--- src/rtl/rtc_regs_pkg.sv ---
package rtc_regs_pkg;

  localparam int WORD_FLAGS = 0;
  localparam int WORD_TICK  = 1;
  localparam int WORD_CTRL  = 2;
  localparam int WORD_INCEN = 3;
  localparam int WORD_MASK  = 4;

  typedef enum logic [2:0] {
    SEL_FLAGS,
    SEL_TICK,
    SEL_CTRL,
    SEL_INCEN,
    SEL_MASK,
    SEL_NONE
  } readSel_t;

  typedef struct packed {
    logic wrFlags;
    logic wrCtrl;
    logic wrIncEn;
    logic wrMask;
  } regStrobes_t;

endpackage

--- src/rtl/rtc_regs_ctrl.sv ---
module rtc_regs_ctrl
  import rtc_regs_pkg::*;
#(
  parameter int ADDR_W = 3
) (
  input  logic              busSel,
  input  logic              busWrite,
  input  logic [ADDR_W-1:0] busAddr,
  output regStrobes_t       strobes,
  output readSel_t          rdSel
);

  logic doWrite;
  assign doWrite = busSel && busWrite;

  always_comb begin
    strobes = '0;
    if (doWrite) begin
      strobes.wrFlags = (int'(busAddr) == WORD_FLAGS);
      strobes.wrCtrl  = (int'(busAddr) == WORD_CTRL);
      strobes.wrIncEn = (int'(busAddr) == WORD_INCEN);
      strobes.wrMask  = (int'(busAddr) == WORD_MASK);
    end
  end

  always_comb begin
    rdSel = SEL_NONE;
    if (busSel) begin
      case (int'(busAddr))
        WORD_FLAGS: rdSel = SEL_FLAGS;
        WORD_TICK:  rdSel = SEL_TICK;
        WORD_CTRL:  rdSel = SEL_CTRL;
        WORD_INCEN: rdSel = SEL_INCEN;
        WORD_MASK:  rdSel = SEL_MASK;
        default:    rdSel = SEL_NONE;
      endcase
    end
  end

endmodule

--- src/rtl/rtc_regs_dp.sv ---
module rtc_regs_dp
  import rtc_regs_pkg::*;
#(
  parameter int DATA_W  = 32,
  parameter int TICK_W  = 15,
  parameter int CTRL_W  = 4,
  parameter int FIELD_N = 8,
  parameter int FLAG_N  = 2
) (
  input  logic               clk,
  input  logic               rstN,
  input  regStrobes_t        strobes,
  input  readSel_t           rdSel,
  input  logic [DATA_W-1:0]  busWdata,
  input  logic               tickStrobe,
  input  logic [FIELD_N-1:0] fieldInc,
  input  logic [FIELD_N-1:0] fieldMatch,
  output logic [DATA_W-1:0]  busRdata,
  output logic [FLAG_N-1:0]  flagQ,
  output logic [TICK_W-1:0]  tickQ,
  output logic [CTRL_W-1:0]  ctrlQ,
  output logic [FIELD_N-1:0] incEnQ,
  output logic [FIELD_N-1:0] maskQ,
  output logic               irqQ
);

  localparam int CTRL_RUN   = 0;
  localparam int CTRL_CLEAR = 1;
  localparam int FLAG_INC   = 0;
  localparam int FLAG_ALARM = 1;

  // Hardware set requests per flag
  logic [FLAG_N-1:0] flagSet;
  logic [FLAG_N-1:0] flagClr;

  always_comb begin
    flagSet = '0;
    flagSet[FLAG_INC]   = |(fieldInc & incEnQ);
    flagSet[FLAG_ALARM] = fieldInc[0] && (&(fieldMatch | maskQ));
  end

  assign flagClr = strobes.wrFlags ? busWdata[FLAG_N-1:0] : '0;

  genvar gi;
  generate
    for (gi = 0; gi < FLAG_N; gi++) begin : g_flag
      always_ff @(posedge clk) begin
        if (!rstN)              flagQ[gi] <= 1'b0;
        else if (flagSet[gi])   flagQ[gi] <= 1'b1;  // set has priority
        else if (flagClr[gi])   flagQ[gi] <= 1'b0;
      end
    end
  endgenerate

  always_ff @(posedge clk) begin
    if (!rstN)
      irqQ <= 1'b0;
    else
      irqQ <= |flagQ;
  end

  always_ff @(posedge clk) begin
    if (!rstN)
      tickQ <= '0;
    else if (ctrlQ[CTRL_CLEAR])
      tickQ <= '0;
    else if (ctrlQ[CTRL_RUN] && tickStrobe)
      tickQ <= tickQ + 1'b1;
  end

  always_ff @(posedge clk) begin
    if (!rstN) begin
      ctrlQ  <= '0;
      incEnQ <= '0;
      maskQ  <= '0;
    end else begin
      if (strobes.wrCtrl)  ctrlQ  <= busWdata[CTRL_W-1:0];
      if (strobes.wrIncEn) incEnQ <= busWdata[FIELD_N-1:0];
      if (strobes.wrMask)  maskQ  <= busWdata[FIELD_N-1:0];
    end
  end

  always_comb begin
    busRdata = '0;
    case (rdSel)
      SEL_FLAGS: busRdata[FLAG_N-1:0]  = flagQ;
      SEL_TICK:  busRdata[TICK_W:1]    = tickQ;
      SEL_CTRL:  busRdata[CTRL_W-1:0]  = ctrlQ;
      SEL_INCEN: busRdata[FIELD_N-1:0] = incEnQ;
      SEL_MASK:  busRdata[FIELD_N-1:0] = maskQ;
      default:   busRdata = '0;
    endcase
  end

endmodule

--- src/rtl/rtc_irq_regs.sv ---
module rtc_irq_regs
  import rtc_regs_pkg::*;
#(
  parameter int ADDR_W  = 3,
  parameter int DATA_W  = 32,
  parameter int TICK_W  = 15,
  parameter int CTRL_W  = 4,
  parameter int FIELD_N = 8
) (
  input  logic               clk,
  input  logic               rstN,
  input  logic               busSel,
  input  logic               busWrite,
  input  logic [ADDR_W-1:0]  busAddr,
  input  logic [DATA_W-1:0]  busWdata,
  output logic [DATA_W-1:0]  busRdata,
  input  logic               tickStrobe,
  input  logic [FIELD_N-1:0] fieldInc,
  input  logic [FIELD_N-1:0] fieldMatch,
  output logic               irqOut
);

  localparam int FLAG_N = 2;

  regStrobes_t        strobes;
  readSel_t           rdSel;
  logic [FLAG_N-1:0]  flagQ;
  logic [TICK_W-1:0]  tickQ;
  logic [CTRL_W-1:0]  ctrlQ;
  logic [FIELD_N-1:0] incEnQ;
  logic [FIELD_N-1:0] maskQ;

  rtc_regs_ctrl #(.ADDR_W(ADDR_W)) u_ctrl (
    .busSel   (busSel),
    .busWrite (busWrite),
    .busAddr  (busAddr),
    .strobes  (strobes),
    .rdSel    (rdSel)
  );

  rtc_regs_dp #(
    .DATA_W  (DATA_W),
    .TICK_W  (TICK_W),
    .CTRL_W  (CTRL_W),
    .FIELD_N (FIELD_N),
    .FLAG_N  (FLAG_N)
  ) u_dp (
    .clk        (clk),
    .rstN       (rstN),
    .strobes    (strobes),
    .rdSel      (rdSel),
    .busWdata   (busWdata),
    .tickStrobe (tickStrobe),
    .fieldInc   (fieldInc),
    .fieldMatch (fieldMatch),
    .busRdata   (busRdata),
    .flagQ      (flagQ),
    .tickQ      (tickQ),
    .ctrlQ      (ctrlQ),
    .incEnQ     (incEnQ),
    .maskQ      (maskQ),
    .irqQ       (irqOut)
  );

endmodule

--- config.mk ---
export PLATFORM = sky130hd
export DESIGN_NAME = rtc_irq_regs
export DESIGN_NICKNAME = d
export VERILOG_FILES = /design/src/rtl/rtc_regs_pkg.sv /design/src/rtl/rtc_regs_ctrl.sv /design/src/rtl/rtc_regs_dp.sv /design/src/rtl/rtc_irq_regs.sv
export SDC_FILE = /design/constraint.sdc
export NUM_CORES = 1
export LEC_CHECK = 0
export BUFFER_PORTS_ARGS = -buffer_cell sky130_fd_sc_hd__buf_2
export CELL_PAD_IN_SITES_DETAIL_PLACEMENT = 1
export CELL_PAD_IN_SITES_GLOBAL_PLACEMENT = 2
export CORE_MARGIN = 2
export CORE_UTILIZATION = 25
export DETAILED_ROUTE_END_ITERATION = 7
export PLACE_DENSITY_LB_ADDON = 0.1
export SLEW_MARGIN = 15
export SYNTH_ARGS = -nofsm -noshare
export SYNTH_HDL_FRONTEND = slang
export SYNTH_SLANG_ARGS = --single-unit
--- constraint.sdc ---
create_clock -name clk -period 1.8 [get_ports clk]
set_input_delay 0.18 -clock clk [delete_from_list [all_inputs] [get_ports clk]]
set_output_delay 0.18 -clock clk [all_outputs]
set_load 0.1 [all_outputs]
* Word level (Yosys, flattened, before mapping)
Index checks and enable logic that the tools add are counted.
Storage, ports and cells: register bits after elaboration 38, bits of input ports 56, word-level logic and storage cells 47
Cells by class: $add $sub $neg 1, equality and inequality tests 11, multiplexer cells 13, bitwise operators 3, reductions and logical operators 12
Operators by type and width (number):
- adder 15 x 1 -> 15 bit, second input constant | 1
- == test 3 bit, second input constant | 5
- one-hot mux 3 bit (5 select lines) | 1
- == test 3 x 2 -> 1 bit, second input constant | 4
- one-hot mux 4 bit (3 select lines) | 1
- logical NOT 3 bit | 3
- AND 8 bit | 1
- two-way mux 8 bit | 1
- OR 8 bit | 1
- one-hot mux 2 bit (4 select lines) | 1
- AND reduction 8 bit | 1
- OR reduction 8 bit | 1
- == test 3 x 1 -> 1 bit, second input constant | 2
- one-hot mux 1 bit (5 select lines) | 1
- two-way mux 1 bit | 4
- two-way mux 4 bit | 1
- one-hot mux 1 bit (4 select lines) | 1
- nonzero test 2 bit | 2
- OR reduction 2 bit | 2
- logical AND 1 bit | 3
- two-way mux 3 bit | 1
- two-way mux 2 bit | 1
- inverter 1 bit | 1

* Depth between registers and ports, before layout
Gate-level depths: netlist of run 1.
depth after elaboration 5, depth in mapped cells 5, mapped depth without buffers 4

* Hierarchy
Synthesis of run 1 repeated with hierarchy kept, for this count alone.
Second synthesis, totals: cell total of the unflattened synthesis 241, area total of the unflattened synthesis 2109.5 um^2
By module, submodules not included:
- rtc_regs_dp | instances 1, cells each 231, area an instance 2031.9 um^2
- rtc_regs_ctrl | instances 1, cells each 10, area an instance 77.6 um^2

* Worst setup path before layout of run 1
OpenSTA, ideal clock, no wires.
kind input-to-output, from in busAddr[2], to out busRdata[1], data arrival time 1.563 ns, required time 1.620 ns, path slack 0.057 ns, stages on the path 5, path buffers 2, path through and4b_1 -> clkbuf_1 -> buf_2 -> a22oi_1 -> nand2_1
Between the ends: word-level cells in the longest chain between the ends 5
Ends and longest elaborated chain:
- start, declared | RTL line rtc_irq_regs.sv:14 | input logic [ADDR_W-1:0] busAddr,
- == test 3 bit (tied with other cells) | RTL line rtc_regs_ctrl.sv:29 | case (int'(busAddr))
- one-hot mux 3 bit (5 select lines) (*) | RTL line rtc_regs_ctrl.sv:29
- two-way mux 3 bit (*) | RTL line rtc_regs_ctrl.sv:28 | if (busSel) begin
- == test 3 bit (tied with other cells) | RTL line rtc_regs_dp.sv:85 | case (rdSel)
- one-hot mux 1 bit (5 select lines) (*) | RTL line rtc_regs_dp.sv:85
- end, declared | RTL line rtc_irq_regs.sv:16 | output logic [DATA_W-1:0] busRdata,
Mark *: on every way between the ends. The rest lies on a longest branch, timed or not.

* Worst setup path in the final report of run 1
from in busAddr[1], to out busRdata[3]
Between the ends: word-level cells in the longest chain between the ends 5
Ends and longest elaborated chain (RTL line):
- == test 3 bit (tied with other cells) | rtc_regs_ctrl.sv:29
- one-hot mux 3 bit (5 select lines) (*) | rtc_regs_ctrl.sv:29
- two-way mux 3 bit (*) | rtc_regs_ctrl.sv:28
- == test 3 bit (tied with other cells) | rtc_regs_dp.sv:85
- one-hot mux 2 bit (4 select lines) (*) | rtc_regs_dp.sv:85
Marks and branches as above.

==> flow_summary_export.csv, run 1 <==
group,metric,value,unit
run_status,status,"finished, final reports clean",
setup_path,setup.worst_path.start_class,"input port",
cts,cts_buffer_depth,2,
detailed_routing,via_per_inst,4.74,
detailed_routing,vias,1885,
pwr,netSwitchingFraction,0.320,
pwr,power_frac_seq,0.500,
setup_path,cp_cell_sequence,"buf_2 -> and4bb_2 -> a222oi_1 -> nand2_1 -> buf_12",
grt,grt_pass1_wl,9.74,mm
setup_path,critical_path.max_fanout,15,
layout,layout_commonest_cell,"dfxtp_1",
floorplan,start_util,0.254,
cts,ctsResizeCount,0,
synth,synth-edff-count,0,
timing,timing.fmax,620,MHz
timing,finalWorstSetupSlack,0.188,ns
floorplan,fp.coreArea,7650,µm²
synth,ys_seq_elements,38,
timing,hold_viol,0,
detailed_routing,dr.pass1.iters,5,
min_path,hp-class,"input port to flop",
grt,grtUsageTotal,0.147,
layout,areaGrowthSynthToFinish,35.2,%
place,gp_congestion,0.676,
cts,cts_max_level,2,
timing,min_period,1.61,ns
pwr,p_comb_frac,0.163,
layout,fill_cells,932,
floorplan,ios,89,
setup_path,critPathCaptureType,"primary output",
detailed_routing,drtAntennaViolNets,0,
cts,cts_setup_buffers,0,
grt,grt_pass1_vias,1952,
cts,path_clk_slew,0.08,ns
setup_path,worstPathRequired,1.62,ns
synth,yosys_most_used_dff,"dfxtp_1",
detailed_routing,wl_met2,2.83,mm
pwr,cellInternalPower,0.00116,W
place,dp_hpwl,4.51,mm
floorplan,die_h,92.2,µm
floorplan,die_area,8490,µm²
layout,fin_nets,353,
pwr,p_sw,0.000546,W
pwr,clock_power_share,0.337,
pwr,ir_drop,0.267,mV
synth,async_flop_share,0,
synth,ys_types,35,
setup_path,crit_slowest_cell,"a222oi_1",
detailed_routing,routed.top_layer,"met4",
synth,synth_seq_area_share,0.392,
setup_path,critical_path_class,"input port to primary output",
place,place_worst_setup_slack,0.167,ns
layout,finalNonFillerCells,398,
place,portBuffers,48,
grt,grt_max_degree,24,
flow_run,max-cap-violations,0,
cts,ctsHoldBuffers,0,
detailed_routing,wire_per_inst,15.0,µm
timing,fin_worst_skew,0.00476,ns
floorplan,die_w,92.2,µm
pwr,powerDensity,650,nW/µm²
timing,rsz0062_at_grt,"false",
floorplan,num_rows,32,
timing,fin_tns_setup,0,ns
synth,synthesis.area,1940,µm²
detailed_routing,wl_met3,266,µm
cts,cts_sinks,38,
cts,root_buffer,"clkbuf_8",
layout,drive_above_1_share,0.250,
place,dp_cells,391,
detailed_routing,drt-initial-drc-count,81,
timing,setup_violations,0,
cts,cts_tree,"done",
grt,grt_overflow_total,0,
layout,layout_common_cells,"38 x dfxtp_1, 36 x nand2_1, 32 x buf_2, 29 x nand3_1, 28 x a21oi_1",
synth,postSynthAreaPerCell,8.03,µm²
detailed_routing,finalWirelength,5.99,mm
grt,antenna_found_initial,0,
timing,slew_violations,0,
timing,finalCritPeriodShare,0.896,
pwr,leakagePower,1.05,nW
setup_path,slowest_delay,0.40,ns
setup_path,critPathArrivalTime,1.43,ns
synth,netlist_instances,242,
detailed_routing,met1_length,2.78,mm
synth,yosysWarnings,0,
cts,cts_made_buffers,5,
cts,worstSkewPairLatency,0.29,ns
detailed_routing,drc,0,
layout,n_antenna_cell,0,
-- synth_stat cells, drive strengths merged (2+ instances only) --
cell	count	area (µm²)
nand4	4	55.1
a22o	2	17.5
dfxtp	38	761
nand3	29	145
o22ai	3	18.8
and3	3	18.8
or3	6	37.5
xor2	7	61.3
inv	7	26.3
buf	19	135
o21ai	6	30.0
nor4bb	2	20.0
and2	8	50.1
nand2	36	135
a21oi	28	140
a221oi	2	17.5
clkbuf	9	33.8
and4	2	22.5
a222oi	8	80.1
nor2	11	41.3
-- logic make-up after synthesis --
| logic type | synth area share |
|---|---|
| buffers and inverters | 0.100 |
| xor gates and xnor gates | 0.0361 |
| and+or+nand+nor | 0.296 |
| DFF | 0.392 |
| AOI/OAI and AO/OA | 0.167 |
| other | 0.00193 |
| adders and majority gates | 0.00644 |
-- registers in the layout, summed over array words and instances (netlist names) --
name,cells
u_dp.irqQ,1
u_dp.ctrlQ,4
u_dp.maskQ,8
u_dp.tickQ,15
u_dp.flagQ,2
u_dp.incEnQ,8
-- metal layers --
layer | up-vias | global-route usage
li1 | 940 | -
met1 | 888 | 0.186
met2 | 47 | 0.247
met3 | 10 | 0.0271
met4 | 0 | 0.0547
met5 | - | 0
-- critical path: cells and delay by family --
kind,cells,cell delay [ns]
AOI/OAI and AO/OA,1,0.40
and+or+nand+nor,2,0.52
buffers and inverters,2,0.32
-- path summary, 6_finish.rpt --
path	endpoint	slack (ns)	cells after the start	start
max	busRdata[3]	0.19	5	busAddr[1]
min	u_dp.maskQ[6]$_SDFFE_PN0P_	0.14	3	busWdata[6]
max reg2reg	u_dp.tickQ[13]$_SDFFE_PP0P_	0.28	4	u_dp.tickQ[5]$_SDFFE_PP0P_
min reg2reg	u_dp.ctrlQ[2]$_SDFFE_PN0P_	0.47	2	u_dp.ctrlQ[2]$_SDFFE_PN0P_
-- layout make-up --
| cell class | instances | area [µm²] | area share |
|---|---|---|---|
| Clock inverter | 2 | 10.0 | 0.00381 |
| Sequential cell | 38 | 761 | 0.290 |
| Clock buffer | 5 | 68.8 | 0.0262 |
| Inverter | 7 | 26.3 | 0.0100 |
| Multi-Input combinational cell | 184 | 1050 | 0.400 |
| Tap cell | 102 | 128 | 0.0486 |
| Timing Repair Buffer | 60 | 583 | 0.222 |
-- power groups by stage --
stage,sequential [W],clock [W],combinational (W)
finish,0.000854,0.000574,0.000278
global route,0.000855,0.000634,0.000294
floorplan,0.000877,0,0.000225
detailed placement,0.000874,0,0.000280
global placement,0.000874,0,0.000279
CTS,0.000854,0.000603,0.000281
-- metrics by stage --
| stage | total power, W | util | cell area, µm² | hold slack, ns |
|---|---|---|---|---|
| 2_1_floorplan | 0.00110 | - | 2000 | 0.327 |
| 3_3_place_gp | 0.00115 | 0.333 | 2550 | 0.449 |
| 3_5_place_dp | 0.00115 | 0.333 | 2550 | 0.457 |
| 4_1_cts | 0.00174 | 0.343 | 2630 | 0.138 |
| 5_1_grt | 0.00178 | 0.343 | 2630 | 0.148 |
| 6_report | 0.00171 | 0.343 | 2630 | 0.142 |
No activity file was read; power rests on OpenSTA's default activity.
==> inputs of run 2 (changes only) <==
PLACE_DENSITY_LB_ADDON = 0.12   (was 0.1)
==> run 2 against run 1 <==
Compared with the run above: die area is the same; register-to-register slack is essentially flat; non-clock buffer count shrank 2; clock skew grew 0.0034 ns; worst hold slack gained 0.0078 ns; global-route usage is essentially flat; fmax shrank 3.1%; via count shrank 1.9%; cell count shrank 0.25%; critical endpoint is now busRdata[1]; combinational power is essentially flat.
==> flow_summary_export.csv, run 2 (synthesized netlist as in run 1, its figures left out) <==
group,metric,value,unit
detailed_routing,drc,0,
run_status,status,"finished, final reports clean",
floorplan,num_rows,32,
place,portBuffers,48,
floorplan,fp.coreArea,7650,µm²
min_path,hp-class,"input port to flop",
floorplan,start_util,0.254,
pwr,leakagePower,1.04,nW
cts,cts_max_level,2,
setup_path,worstPathRequired,1.62,ns
detailed_routing,drtAntennaViolNets,0,
grt,grt_max_degree,24,
floorplan,ios,89,
timing,hold_viol,0,
setup_path,critPathCaptureType,"primary output",
timing,finalCritPeriodShare,0.925,
detailed_routing,dr.pass1.iters,4,
detailed_routing,finalWirelength,6.00,mm
layout,reg.largest.list,"u_dp.tickQ: 15 flops, u_dp.incEnQ: 8 flops, u_dp.maskQ: 8 flops",
floorplan,die_area,8490,µm²
layout,layout_commonest_cell,"dfxtp_1",
cts,path_clk_slew,0.08,ns
flow_run,max-cap-violations,0,
timing,fin_tns_setup,0,ns
timing,setup_violations,0,
cts,cts_buffer_depth,2,
cts,cts_setup_buffers,0,
detailed_routing,wire_per_inst,15.1,µm
timing,timing.fmax,601,MHz
layout,fin_nets,351,
grt,grtUsageTotal,0.147,
timing,fin_worst_skew,0.00819,ns
grt,antenna_found_initial,0,
detailed_routing,via_per_inst,4.66,
pwr,finalPower,0.00175,W
layout,n_antenna_cell,0,
timing,slew_violations,0,
setup_path,critical_path.max_fanout,11,
place,dp_cells,389,
setup_path,critPathArrivalTime,1.48,ns
detailed_routing,drt-initial-drc-count,109,
grt,grt_pass1_wl,9.56,mm
timing,holdWs,0.150,ns
cts,worstSkewPairLatency,0.29,ns
place,dp_hpwl,4.55,mm
setup_path,setup.worst_path.start_class,"input port",
detailed_routing,vias,1850,
layout,areaGrowthSynthToFinish,34.4,%
timing,worstMarginPinSlew,0.500,ns
timing,max_slew_margin,0.667,
layout,drive_above_1_share,0.244,
grt,grt_overflow_total,0,
layout,layout_common_cells,"38 x dfxtp_1, 36 x nand2_1, 32 x buf_2, 29 x nand3_1, 28 x a21oi_1",
floorplan,die_h,92.2,µm
cts,cts_sinks,38,
pwr,powerDensity,669,nW/µm²
cts,ctsHoldBuffers,0,
timing,min_period,1.66,ns
grt,grt_pass1_vias,1842,
layout,top_register,"u_dp.tickQ",
layout,finalNonFillerCells,397,
pwr,ir_drop,0.308,mV
layout,largest_register_ff_count,15,
setup_path,critical_path_class,"input port to primary output",
floorplan,die_w,92.2,µm
cts,ctsResizeCount,0,
place,gp_congestion,0.710,
cts,root_buffer,"clkbuf_8",
timing,rsz0062_at_grt,"false",
cts,cts_made_buffers,5,
cts,cts_tree,"done",
-- run 2: cell count changes in the layout (fill, tap and decap cells not counted) --
cell	delta
clkbuf_1	+1
clkinv_2	-1
buf_12	-1
clkbuf_8	+1
buf_4	-1
-- run 2: worst paths after layout --
| check | slack [ns] | start | cells past startpoint | to |
|---|---|---|---|---|
| hold reg to reg | 0.46 | u_dp.ctrlQ[3]$_SDFFE_PN0P_ | 2 | u_dp.ctrlQ[3]$_SDFFE_PN0P_ |
| hold / removal | 0.15 | busWdata[6] | 3 | u_dp.maskQ[6]$_SDFFE_PN0P_ |
| setup reg to reg | 0.28 | u_dp.ctrlQ[0]$_SDFFE_PN0P_ | 4 | u_dp.tickQ[11]$_SDFFE_PP0P_ |
| setup / recovery | 0.14 | busAddr[2] | 6 | busRdata[1] |
-- run 2: layout make-up --
class | instances | area (µm²)
Inverter | 7 | 26.3
Sequential cell | 38 | 761
Clock buffer | 7 | 86.3
Tap cell | 102 | 128
Timing Repair Buffer | 58 | 556
Clock inverter | 1 | 5.00
Fill cell | 922 | 5040
Multi-Input combinational cell | 184 | 1050
-- run 2: power breakdown --
part           total (W)  internal [W]  switching, W
clock network   0.000616      0.000309      0.000307
logic           0.000277     0.0000509      0.000226
registers       0.000855      0.000848    0.00000673
total            0.00175       0.00121      0.000540
-- run 2: layer usage --
layer / wire [µm] / vias up / GRT usage / part of all wire
met2: 3130 / 38 / 0.267 / 0.52
met4: 53 / 0 / 0.0410 / 0.0088
met5: 0 / - / 0 / 0
li1: - / 931 / - / -
met1: 2610 / 877 / 0.176 / 0.43
met3: 202 / 4 / 0.0263 / 0.034
-- run 2: per-stage QoR --
stage                     setup WS (ns)  utilization  cell area [µm²]
after floorplan                  0.0571            -             2000
after global placement            0.102        0.330             2520
after detailed placement          0.117        0.330             2520
after CTS                         0.108        0.341             2610
after global routing             0.0631        0.341             2610
final                             0.136        0.341             2610
-- run 2: worst max-delay path, cell delays in order --
cell and delay, ns:
buf_2 0.12, and4b_1 0.57, buf_4 0.22, a22oi_1 0.06
nand2_1 0.14, buf_12 0.18
==> inputs of run 3 (changes only) <==
ABC_AREA = 1   (was default)
CORE_UTILIZATION = 24   (was 25)
==> run 3 against run 2 <==
Compared with the run above: count of clock-buffer cells in the layout unchanged; critical path depth grew 2; sequential share of layout area decreased by 1.2 points; cell count is 20% higher; first-iteration DRC count is 66% lower; routed wire length is 5.8% higher; core utilization is 1.3 points lower; design area up 4.5%; register-to-register slack lost 0.04 ns; worst hold slack worse by 0.0076 ns; global-route usage is 0.47 points lower; power is 0.63% lower; critical path type unchanged; critical endpoint is now busRdata[4]; largest power group unchanged.
==> flow_summary_export.csv, run 3 <==
group,metric,value,unit
setup_path,critPathCaptureType,"primary output",
grt,grt_pass1_vias,2133,
detailed_routing,drtAntennaViolNets,0,
synth,netlist_instances,318,
floorplan,start_util,0.250,
setup_path,setup.worst_path.start_class,"input port",
layout,largest_register_ff_count,15,
detailed_routing,wire_per_inst,13.3,µm
min_path,hp-class,"input port to flop",
synth,ys_types,26,
timing,finalCritPeriodShare,0.886,
timing,timing.fmax,627,MHz
grt,grtUsageTotal,0.142,
layout,final_cell_area,2730,µm²
synth,ys_seq_elements,38,
timing,min_period,1.60,ns
cts,worstSkewPairLatency,0.29,ns
timing,holdWs,0.142,ns
floorplan,die_h,97.0,µm
timing,slew_violations,0,
grt,grt_max_degree,15,
grt,antenna_found_initial,0,
synth,synth_seq_area_share,0.366,
cts,cts_setup_buffers,0,
detailed_routing,drc,0,
detailed_routing,finalWirelength,6.35,mm
cts,cts_max_level,2,
detailed_routing,drt-initial-drc-count,37,
setup_path,worstPathRequired,1.62,ns
setup_path,critPathArrivalTime,1.42,ns
flow_run,max-cap-violations,0,
floorplan,ios,89,
run_status,status,"finished, final reports clean",
layout,fin_nets,428,
floorplan,die_area,9410,µm²
layout,areaGrowthSynthToFinish,31.3,%
pwr,ir_drop,0.215,mV
synth,synthesis.area,2080,µm²
synth,synth_top_area_frac,0.366,
timing,setup_violations,0,
synth,yosys.area.top_type,"dfxtp_1",
cts,cts_sinks,38,
synth,async_flop_share,0,
cts,path_clk_slew,0.07,ns
timing,fin_tns_setup,0,ns
layout,n_antenna_cell,0,
synth,postSynthAreaPerCell,6.53,µm²
place,gp_congestion,0.760,
pwr,finalPower,0.00174,W
layout,drive_above_1_share,0.191,
synth,synth_common_cells,"69 x nand2_1, 65 x nor2_1, 38 x dfxtp_1",
floorplan,fp.coreArea,8300,µm²
synth,yosys_most_used_dff,"dfxtp_1",
setup_path,critical_path_class,"input port to primary output",
synth,yosysWarnings,0,
layout,layout_common_cells,"69 x nand2_1, 65 x nor2_1, 38 x dfxtp_1, 33 x inv_1, 32 x buf_2",
detailed_routing,dr.pass1.iters,4,
cts,ctsResizeCount,0,
pwr,leakagePower,1.11,nW
timing,fin_worst_skew,0.00263,ns
place,dpl_cell_area,2650,µm²
floorplan,num_rows,33,
layout,fill_cells,1078,
synth,yosys-top-cells-area,"dfxtp_1 37%, nand2_1 12%, nor2_1 12%",
detailed_routing,vias,2065,
timing,rsz0062_at_grt,"false",
place,place_worst_setup_slack,0.154,ns
cts,ctsHoldBuffers,0,
layout,layout_commonest_cell,"nand2_1",
cts,cts_tree,"done",
cts,root_buffer,"clkbuf_8",
grt,grt_pass1_wl,10.7,mm
synth,yosysMostFrequentCell,"nand2_1",
cts,cts_made_buffers,5,
detailed_routing,via_per_inst,4.34,
timing,finalWorstSetupSlack,0.205,ns
place,portBuffers,48,
layout,reg.largest.list,"u_dp.tickQ: 15 flops, u_dp.incEnQ: 8 flops, u_dp.maskQ: 8 flops",
floorplan,die_w,97.0,µm
timing,hold_viol,0,
pwr,powerDensity,637,nW/µm²
setup_path,critical_path.max_fanout,8,
grt,grt_overflow_total,0,
layout,top_register,"u_dp.tickQ",
cts,cts_buffer_depth,2,
place,dp_hpwl,5.28,mm
synth,synth-edff-count,0,
## run 3: logic make-up (layout without fill, tap and decap cells)
kind of cell             after synthesis  after routing  share of synthesized area
buffers and inverters                 58             96                      0.140
AND/OR/NAND/NOR                      175            175                      0.366
adder cells (fa/ha/maj)                1              1                    0.00602
other                                  1             16                    0.00181
AO/OA/AOI/OAI                         44             44                      0.116
flip-flops                            38             38                      0.366
XOR/XNOR                               1              1                    0.00422
## run 3: final timing paths
path,start,slack [ns],cells past startpoint,to
max reg2reg,u_dp.tickQ[0]$_SDFFE_PP0P_,0.24,8,u_dp.tickQ[12]$_SDFFE_PP0P_
min,busWdata[6],0.14,3,u_dp.incEnQ[6]$_SDFFE_PN0P_
min reg2reg,u_dp.flagQ[0]$_SDFFE_PN0P_,0.47,2,u_dp.flagQ[0]$_SDFFE_PN0P_
max,busSel,0.20,8,busRdata[4]
## run 3: per-stage QoR
step | instances | util
3_3_place_gp | 469 | 0.319
3_5_place_dp | 469 | 0.319
4_1_cts | 476 | 0.329
6_report | 476 | 0.329
2_1_floorplan | 333 | -
5_1_grt | 476 | 0.329
## run 3: power breakdown
group | switching (W) | internal [W] | total, W
sequential | 0.00000825 | 0.000852 | 0.000861
combinational | 0.000251 | 0.0000588 | 0.000310
clock | 0.000299 | 0.000267 | 0.000566
total | 0.000558 | 0.00118 | 0.00174
## run 3: final cells by class
| class | instances | area, µm² | area share |
|---|---|---|---|
| multi-input combinational | 237 | 1100 | 0.402 |
| tap | 105 | 131 | 0.0482 |
| clock buffer | 7 | 76.3 | 0.0280 |
| sequential | 38 | 761 | 0.279 |
| inverter | 37 | 151 | 0.0555 |
| timing repair buffer | 52 | 510 | 0.187 |
## run 3: per-layer routing
metal	global-route usage	vias to the layer above	share of wire
met1	0.190	947	0.48
met4	0.0358	0	0.0058
met3	0.0238	2	0.029
met5	0	-	0
li1	-	1082	-
met2	0.238	34	0.49
## run 3: critical path, cell delays in order
cell and delay (ns):
buf_2 0.17, inv_12 0.04, nor2_4 0.14, nand3_1 0.15, inv_1 0.24, nand2_1 0.09
o211ai_1 0.17, buf_12 0.22
